<file path="src/rtl/lockdet_pkg.sv">
package lockdet_pkg;
  // Error counts are compared against thresholds in measurement-clock ticks.
  function automatic logic err_is_small(input logic [15:0] err, input logic [15:0] thr);
    return err < thr;
  endfunction

  function automatic logic err_is_big(input logic [15:0] err, input logic [15:0] thr);
    return err > thr;
  endfunction

  typedef enum logic [2:0] {
    TM_LOW   = 3'b000,
    TM_HIGH  = 3'b001,
    TM_OSC   = 3'b010,
    TM_LOCK  = 3'b011
  } tmux_e;
endpackage

</file>
<file path="src/rtl/lockdet_sync.sv">
module lockdet_sync #(
  parameter int W      = 2,
  parameter int STAGES = 2
) (
  input  logic         clk,
  input  logic         rst_n,
  input  logic [W-1:0] d_async,
  output logic [W-1:0] d_sync
);
  logic [STAGES-1:0] chain [W];

  for (genvar b = 0; b < W; b++) begin : g_bit
    always_ff @(posedge clk or negedge rst_n) begin
      if (!rst_n) chain[b] <= '0;
      else        chain[b] <= {chain[b][STAGES-2:0], d_async[b]};
    end
    assign d_sync[b] = chain[b][STAGES-1];
  end
endmodule

</file>
<file path="src/rtl/lockdet_meter.sv">
module lockdet_meter #(
  parameter int CW = 8
) (
  input  logic          clk,
  input  logic          rst_n,
  input  logic          pulse,
  output logic          cyc_done,
  output logic [CW-1:0] err_ticks
);
  logic [CW-1:0] width_q;
  logic          pulse_q;

  always_ff @(posedge clk or negedge rst_n) begin
    if (!rst_n) begin
      width_q <= '0;
      pulse_q <= 1'b0;
    end else begin
      pulse_q <= pulse;
      if (pulse) width_q <= (&width_q) ? width_q : width_q + 1'b1;
      else       width_q <= '0;
    end
  end

  assign cyc_done  = pulse_q && !pulse;
  assign err_ticks = width_q;

  // a completed measurement always covers at least one tick
  p_nonzero_err_r2: assert property (@(posedge clk) disable iff (!rst_n)
    cyc_done |-> (err_ticks != '0));
endmodule

</file>
<file path="src/rtl/lockdet_fsm.sv">
module lockdet_fsm
  import lockdet_pkg::*;
#(
  parameter int CW      = 8,
  parameter int RUN_LEN = 16
) (
  input  logic          clk,
  input  logic          rst_n,
  input  logic          standby,
  input  logic          cyc_done,
  input  logic [CW-1:0] err_ticks,
  input  logic [CW-1:0] thr_small,
  input  logic [CW-1:0] thr_large,
  output logic          locked
);
  localparam int RW = $clog2(RUN_LEN);

  logic [RW-1:0] run_q;
  logic          err_small, err_big, run_full;

  assign err_small = err_is_small(16'(err_ticks), 16'(thr_small));
  assign err_big   = err_is_big(16'(err_ticks), 16'(thr_large));
  assign run_full  = (run_q == RW'(RUN_LEN - 1));

  always_ff @(posedge clk or negedge rst_n) begin
    if (!rst_n) begin
      locked <= 1'b0;
      run_q  <= '0;
    end else if (standby) begin
      locked <= 1'b0;
      run_q  <= '0;
    end else if (cyc_done) begin
      if (!locked) begin
        if (!err_small)    run_q <= '0;
        else if (run_full) begin
          locked <= 1'b1;
          run_q  <= '0;
        end else           run_q <= run_q + 1'b1;
      end else if (err_big) begin
        locked <= 1'b0;
        run_q  <= '0;
      end
    end
  end

  // lock only rises on a completed comparison
  p_rise_on_cycle_r3: assert property (@(posedge clk) disable iff (!rst_n)
    (!locked && !cyc_done) |=> !locked);
  // a large error while locked drops lock
  p_exit_r5: assert property (@(posedge clk) disable iff (!rst_n)
    (locked && !standby && cyc_done && err_big) |=> !locked);
  // nothing but a large error or stand-by drops lock
  p_hold_r6: assert property (@(posedge clk) disable iff (!rst_n)
    (locked && !standby && !(cyc_done && err_big)) |=> locked);
  // stand-by leaves the state unlocked
  p_standby_clear_r7: assert property (@(posedge clk) disable iff (!rst_n)
    standby |=> !locked);
endmodule

</file>
<file path="src/rtl/pll_lock_detect.sv">
module pll_lock_detect
  import lockdet_pkg::*;
#(
  parameter int CW      = 8,
  parameter int RUN_LEN = 16
) (
  input  logic          clk,
  input  logic          rst_n,
  input  logic          standby,
  input  logic          pfd_up,
  input  logic          pfd_dn,
  input  logic          osc_stable,
  input  logic [2:0]    tmux_sel,
  input  logic [CW-1:0] thr_small,
  input  logic [CW-1:0] thr_large,
  output logic          lock,
  output logic          test_out
);
  logic [1:0]    pfd_s;
  logic          pulse, cyc_done, locked;
  logic [CW-1:0] err_ticks;

  lockdet_sync #(.W(2), .STAGES(2)) u_sync (
    .clk(clk), .rst_n(rst_n), .d_async({pfd_dn, pfd_up}), .d_sync(pfd_s));

  assign pulse = |pfd_s;

  lockdet_meter #(.CW(CW)) u_meter (
    .clk(clk), .rst_n(rst_n), .pulse(pulse),
    .cyc_done(cyc_done), .err_ticks(err_ticks));

  lockdet_fsm #(.CW(CW), .RUN_LEN(RUN_LEN)) u_fsm (
    .clk(clk), .rst_n(rst_n), .standby(standby),
    .cyc_done(cyc_done), .err_ticks(err_ticks),
    .thr_small(thr_small), .thr_large(thr_large), .locked(locked));

  assign lock = locked && !standby;

  always_comb begin
    case (tmux_sel)
      TM_LOW:  test_out = 1'b0;
      TM_HIGH: test_out = 1'b1;
      TM_OSC:  test_out = osc_stable;
      TM_LOCK: test_out = lock;
      default: test_out = 1'b0;
    endcase
  end

  // stand-by forces the output low at once
  p_standby_low_r7: assert property (@(posedge clk) disable iff (!rst_n)
    standby |-> !lock);
  // upper select codes are quiet
  p_upper_sel_low_r9: assert property (@(posedge clk) disable iff (!rst_n)
    tmux_sel[2] |-> !test_out);
endmodule

</file>
<file path="config.mk">
export PLATFORM = sky130hd
export DESIGN_NAME = pll_lock_detect
export DESIGN_NICKNAME = d
export VERILOG_FILES = /design/src/rtl/lockdet_pkg.sv /design/src/rtl/lockdet_sync.sv /design/src/rtl/lockdet_meter.sv /design/src/rtl/lockdet_fsm.sv /design/src/rtl/pll_lock_detect.sv
export SDC_FILE = /design/constraint.sdc
export NUM_CORES = 1
export LEC_CHECK = 0
export CORE_ASPECT_RATIO = 1.75
export CORE_MARGIN = 2
export CORE_UTILIZATION = 50
export CTS_CLUSTER_DIAMETER = 60
export DETAILED_ROUTE_END_ITERATION = 16
export PLACE_DENSITY = 0.86
export SETUP_SLACK_MARGIN = 0.05
export SYNTH_ARGS = -nofsm -noshare
export SYNTH_HDL_FRONTEND = slang
export SYNTH_HIERARCHICAL = 1
export SYNTH_SLANG_ARGS = --single-unit
</file>
<file path="constraint.sdc">
create_clock -name clk -period 4.9 [get_ports clk]
set_input_delay 1.225 -clock clk [delete_from_list [all_inputs] [get_ports clk]]
set_output_delay 1.225 -clock clk [all_outputs]
set_load 0.01 [all_outputs]
</file>
==> results.py, run 1 <==
metrics = {
    "status": {
        "status": "complete, no violations",
    },
    "floorplanning": {
        "row_count": 24,
        "die_h_um": 71.1,
        "die_area_um2": 3010,
        "die_x_um": 42.4,
        "initial_core_util_pct": 52.3,
        "io_pins": 27,
        "coreArea_um2": 2460,
    },
    "worst_hold_path": {
        "min_from": "u_sync/chain[2]",
        "hp-class": "reg -> reg",
    },
    "place": {
        "dp_hpwl_um": 2150,
        "gp_congestion": 0.904,
        "dp.cells": 180,
        "placed_cell_area_um2": 1570,
        "io_buffers": 26,
    },
    "power": {
        "ir_drop_uv": 218,
        "power.total_mw": 0.447,
        "leakagePower_nw": 0.752,
        "power-per-cell-area_nw_per_um2": 276,
    },
    "clocking": {
        "cts_buffers": 3,
        "post_cts_resized": 0,
        "clockRootBuffer": "clkbuf_8",
        "clk_latency_ps": 250,
        "path_clk_slew_ps": 60,
        "clk_path_buf_depth": 2,
        "h-tree-depth": 1,
        "ctsHoldBuffers": 0,
        "post-cts-setup-buffer-count": 0,
        "cts_tree": "built",
        "cts.sinks": 18,
    },
    "logic_synthesis": {
        "async_reset_ff_share_pct": 100,
        "yosys.area.top_type_share_pct": 35.0,
        "syn_inst": 130,
        "synth-edff-count": 0,
        "ys_types": 42,
        "syn_area_um2": 1290,
        "synth_area_leader_cell": "dfrtp_1",
        "synth_nets": 172,
        "synth_most_common_cell": "inv_1",
        "yosysWarnings": 6,
        "yosysSeqAreaShare_pct": 35.0,
        "netlist_top_cells_count": "inv_1, dfrtp_1, ha_1",
        "synthFlopType": "dfrtp_1",
        "synth-seq-cells": 18,
        "ys_top_cells_by_area": "dfrtp_1, ha_1, inv_1",
        "avgSynthCellArea_um2": 9.90,
    },
    "cells_and_area": {
        "drive_gt1_share_pct": 11.4,
        "area_growth_pct": 25.9,
        "fin_cells": 184,
        "fin_nets": 201,
        "final_area_um2": 1620,
        "finalCoreUtilization_pct": 65.8,
        "diodes": 0,
    },
    "timing": {
        "rsz0062_at_grt": "no",
        "finalSetupViolCount": 0,
        "report.final.slew_viol_count": 0,
        "max_freq_mhz": 252,
        "fin_crit_sh_pct": 81.0,
        "min_period_ps": 3970,
        "timing.final.hold_violations": 0,
        "tightest_slew_ps": 817,
        "max_slew_margin_pct": 45.4,
        "final.setup.tns_ps": 0,
        "finalClockSkew_ps": 2.71,
    },
    "setup_path": {
        "reg2reg_from": "u_meter/err_ticks[5]",
        "cp-end-kind": "output pin",
        "cp-start-kind": "input port",
        "crit_fanout": 5,
        "critical_path_class": "in -> out",
        "arrival_ps": 2740,
        "rrSetupSlack_ps": 2780,
        "crit_required_ps": 3670,
        "startpoint": "standby",
    },
    "flow_run": {
        "maxCapViolations": 0,
    },
    "routing": {
        "ant_nets": 0,
        "wirelength_um": 2750,
        "first_pass_iters": 4,
        "via_count": 1110,
        "wl_per_cell_um": 15.0,
        "drtIter0Drc": 38,
        "routed_via_density": 6.03,
        "drc": 0,
    },
    "grt": {
        "grt-ovfl-total": 0,
        "grt_pass1_vias": 1164,
        "antenna_found_initial": 0,
        "grt_max_degree": 19,
        "grt.total_usage_pct": 19.7,
        "grt_pass1_wl_um": 4730,
    },
}
==> path summary, 6_finish.rpt <==
| path | to | depth (start not counted) |
|---|---|---|
| max in group asynchronous | u_fsm/locked | 1 |
| worst max register to register | u_fsm/run_q[1] | 5 |
| min in group asynchronous | u_meter/err_ticks[5] | 1 |
| worst min-delay path | u_sync/d_sync[0] | 0 |
| worst min register to register | u_sync/d_sync[0] | 0 |
| worst max-delay path | test_out | 4 |
==> area by class of cell <==
class / instances / area, um2
sequential: 18 / 450
inverter: 20 / 75.1
multi-input combinational: 90 / 747
clock buffer: 4 / 55.1
fill: 189 / 842
timing repair buffer: 26 / 260
tap: 26 / 32.5
==> sequential cells by signal, indices dropped and copies added (netlist names) <==
name and flops:
u_sync/d_sync 2, u_fsm/run_q 4, u_meter/pulse_q 1, u_sync/chain 2, u_fsm/locked 1, u_meter/err_ticks 8
==> stage by stage <==
stage / hold slack, ps / setup slack (ps)
global route: 369 / 887
global placement: 334 / 942
finish: 356 / 933
floorplan: 331 / 1990
CTS: 362 / 919
detailed placement: 346 / 919
==> layer usage <==
layer / GRT usage [%] / wire, um
met5: 0 / 0
met4: 9.03 / 85
met3: 3.06 / 136
met2: 36.6 / 1450
met1: 21.0 / 1080
==> where the power goes <==
part           switching [mW]  internal, mW  total [mW]
clock network          0.0469        0.0713       0.118
registers              0.0335         0.167       0.200
logic                  0.0589        0.0700       0.129
total                   0.139         0.308       0.447
==> cells in the final DEF (no fill, tap or decap), types with 2 or more instances in the layout <==
cell	Yosys	layout
inv_1	20	20
dfrtp_1	18	18
nor3_1	4	4
o21ai_0	7	7
nand2_1	5	5
nand3_1	4	4
o21bai_1	2	2
a21oi_1	7	7
a21o_1	2	2
o2bb2ai_1	2	2
nor2_1	3	3
or2_2	2	2
nor2b_1	3	3
nand4_1	3	3
a31oi_1	4	4
clkbuf_8	0	4
clkdlybuf4s50_1	0	26
ha_1	17	17
==> cells by family (layout without fill, tap and decap cells) <==
group,Yosys count,in the layout,synth area share [%]
and+or+nand+nor,34,34,16.8
muxes,3,3,2.53
buffers and inverters,22,50,7.00
AOI/OAI and AO/OA,36,36,22.2
DFF,18,18,35.0
adders and majority gates,17,17,16.5
==> worst max-delay path: stages <==
cell             delay (ps)
clkdlybuf4s50_1         500
nand2b_4                190
a311oi_2                260
clkdlybuf4s50_1         570
(Power assumes the default switching activity.)
==> run 2: changes to the inputs <==
- CORE_UTILIZATION: 50 -> 45
- PLACE_DENSITY: 0.86 -> 0.83
- clock period: 4.9 -> 3.2 ns (I/O delays scaled with it)
==> results.py, run 2 (same netlist as run 1, synthesis figures left out) <==
metrics = {
    "routing": {
        "drc": 0,
        "ant_nets": 0,
        "wirelength_um": 2870,
        "via_count": 1113,
        "wl_per_cell_um": 15.5,
        "drtIter0Drc": 52,
        "first_pass_iters": 4,
        "routed_via_density": 6.02,
    },
    "setup_path": {
        "cp_cell_sequence": "clkdlybuf4s50_1, nand2b_4, a311oi_2, clkdlybuf4s50_1",
        "arrival_ps": 2210,
        "max_stage_delay_ps": 580,
        "ff2ff_path_depth": 5,
        "critical_path_class": "in -> out",
        "cp-start-kind": "input port",
        "cp_slowest_cell": "clkdlybuf4s50_1",
        "crit_fanout": 2,
        "cp-end-kind": "output pin",
        "crit_required_ps": 2400,
        "cp_common_cell": "clkdlybuf4s50_1",
    },
    "floorplanning": {
        "die_h_um": 74.8,
        "die_area_um2": 3320,
        "row_count": 25,
        "coreArea_um2": 2720,
        "io_pins": 27,
        "die_x_um": 44.4,
        "initial_core_util_pct": 47.3,
    },
    "grt": {
        "grt.total_usage_pct": 17.8,
        "grt_max_degree": 19,
        "antenna_found_initial": 0,
        "grt-ovfl-total": 0,
        "grt_pass1_vias": 1076,
        "use_met3_pct": 3.12,
        "grt_use_met2_pct": 34.5,
        "grt_pass1_wl_um": 4530,
        "use_met1_pct": 19.2,
        "top_usage_layer": "met2",
    },
    "timing": {
        "report.final.slew_viol_count": 0,
        "finalSetupViolCount": 0,
        "fin_ws_ps": 191,
        "finalClockSkew_ps": 7.94,
        "max_freq_mhz": 332,
        "fin_crit_sh_pct": 94.0,
        "max_slew_margin_pct": 47.7,
        "timing.final.hold_violations": 0,
        "final.setup.tns_ps": 0,
        "tightest_slew_ps": 783,
        "min_period_ps": 3010,
        "rsz0062_at_grt": "no",
    },
    "worst_hold_path": {
        "hp-class": "reg -> reg",
        "hold_depth": 0,
    },
    "clocking": {
        "cts_tree": "built",
        "path_clk_slew_ps": 60,
        "ctsHoldBuffers": 0,
        "h-tree-depth": 1,
        "cts.sinks": 18,
        "clockRootBuffer": "clkbuf_8",
        "clk_latency_ps": 250,
        "clk_path_buf_depth": 2,
        "post-cts-setup-buffer-count": 0,
        "cts_buffers": 3,
        "post_cts_resized": 0,
    },
    "power": {
        "power.total_mw": 0.657,
        "power-per-cell-area_nw_per_um2": 407,
        "ir_drop_uv": 302,
        "leakagePower_nw": 0.749,
    },
    "cells_and_area": {
        "area_growth_pct": 25.5,
        "final_common_cell": "clkdlybuf4s50_1",
        "final_cell_mix": "clkdlybuf4s50_1, inv_1, dfrtp_1",
        "largest_reg_flops": 8,
        "drive_gt1_share_pct": 11.4,
        "diodes": 0,
        "fin_nets": 202,
    },
    "place": {
        "dp_worst_setup_slack_ps": 190,
        "dp_hpwl_um": 2290,
        "gp_congestion": 0.767,
        "io_buffers": 26,
    },
    "flow_run": {
        "maxCapViolations": 0,
    },
    "status": {
        "status": "complete, no violations",
    },
}
## run 2: changes by cell type in the layout (fill, tap and decap cells not counted)
cell      delta
clkbuf_8     -1
buf_4        +1
## run 2: where the power goes
| part | leakage [nW] | total [mW] | switching, mW | internal, mW |
|---|---|---|---|---|
| sequential | 0.230 | 0.307 | 0.0514 | 0.255 |
| clock | 0.0216 | 0.154 | 0.0706 | 0.0834 |
| combinational | 0.498 | 0.196 | 0.0871 | 0.109 |
| total | 0.749 | 0.657 | 0.209 | 0.448 |
## run 2: worst paths after layout
kind                                 startpoint              endpoint  slack (ps)
max                                     standby              test_out         190
min                             u_sync/chain[2]      u_sync/d_sync[0]         360
max reg2reg                u_meter/err_ticks[5]        u_fsm/run_q[1]        1080
min reg2reg                     u_sync/chain[2]      u_sync/d_sync[0]         360
max in group asynchronous                 rst_n          u_fsm/locked        1700
min in group asynchronous                 rst_n  u_meter/err_ticks[5]        1010
## run 2: layout make-up
class	count	area, um2
tap	27	33.8
clock buffer	3	41.3
inverter	20	75.1
sequential	18	450
fill	225	1110
timing repair buffer	27	268
multi-input combinational	90	747
## run 2: routing by layer
layer	vias to the layer above	share of wire, %	routed length (um)
li1	534	-	-
met1	540	38	1100
met2	35	57	1630
met3	4	3.7	107
met4	0	1.3	36
met5	-	0	0
## run 2: worst max-delay path, delay by kind of cell
kind                   cells  cell delay (ps)
AOI/OAI and AO/OA          1              260
buffers and inverters      2             1000
and+or+nand+nor            1              150
## run 2: stage by stage
| step | utilization, % | instance area, um2 | hold slack, ps | cells |
|---|---|---|---|---|
| 5_1_grt | 59.4 | 1620 | 366 | 185 |
| 4_1_cts | 59.4 | 1620 | 360 | 185 |
| 3_3_place_gp | 57.8 | 1570 | 334 | 182 |
| 6_report | 59.4 | 1620 | 357 | 185 |
| 3_5_place_dp | 57.8 | 1570 | 343 | 182 |
| 2_1_floorplan | - | 1290 | 331 | 130 |
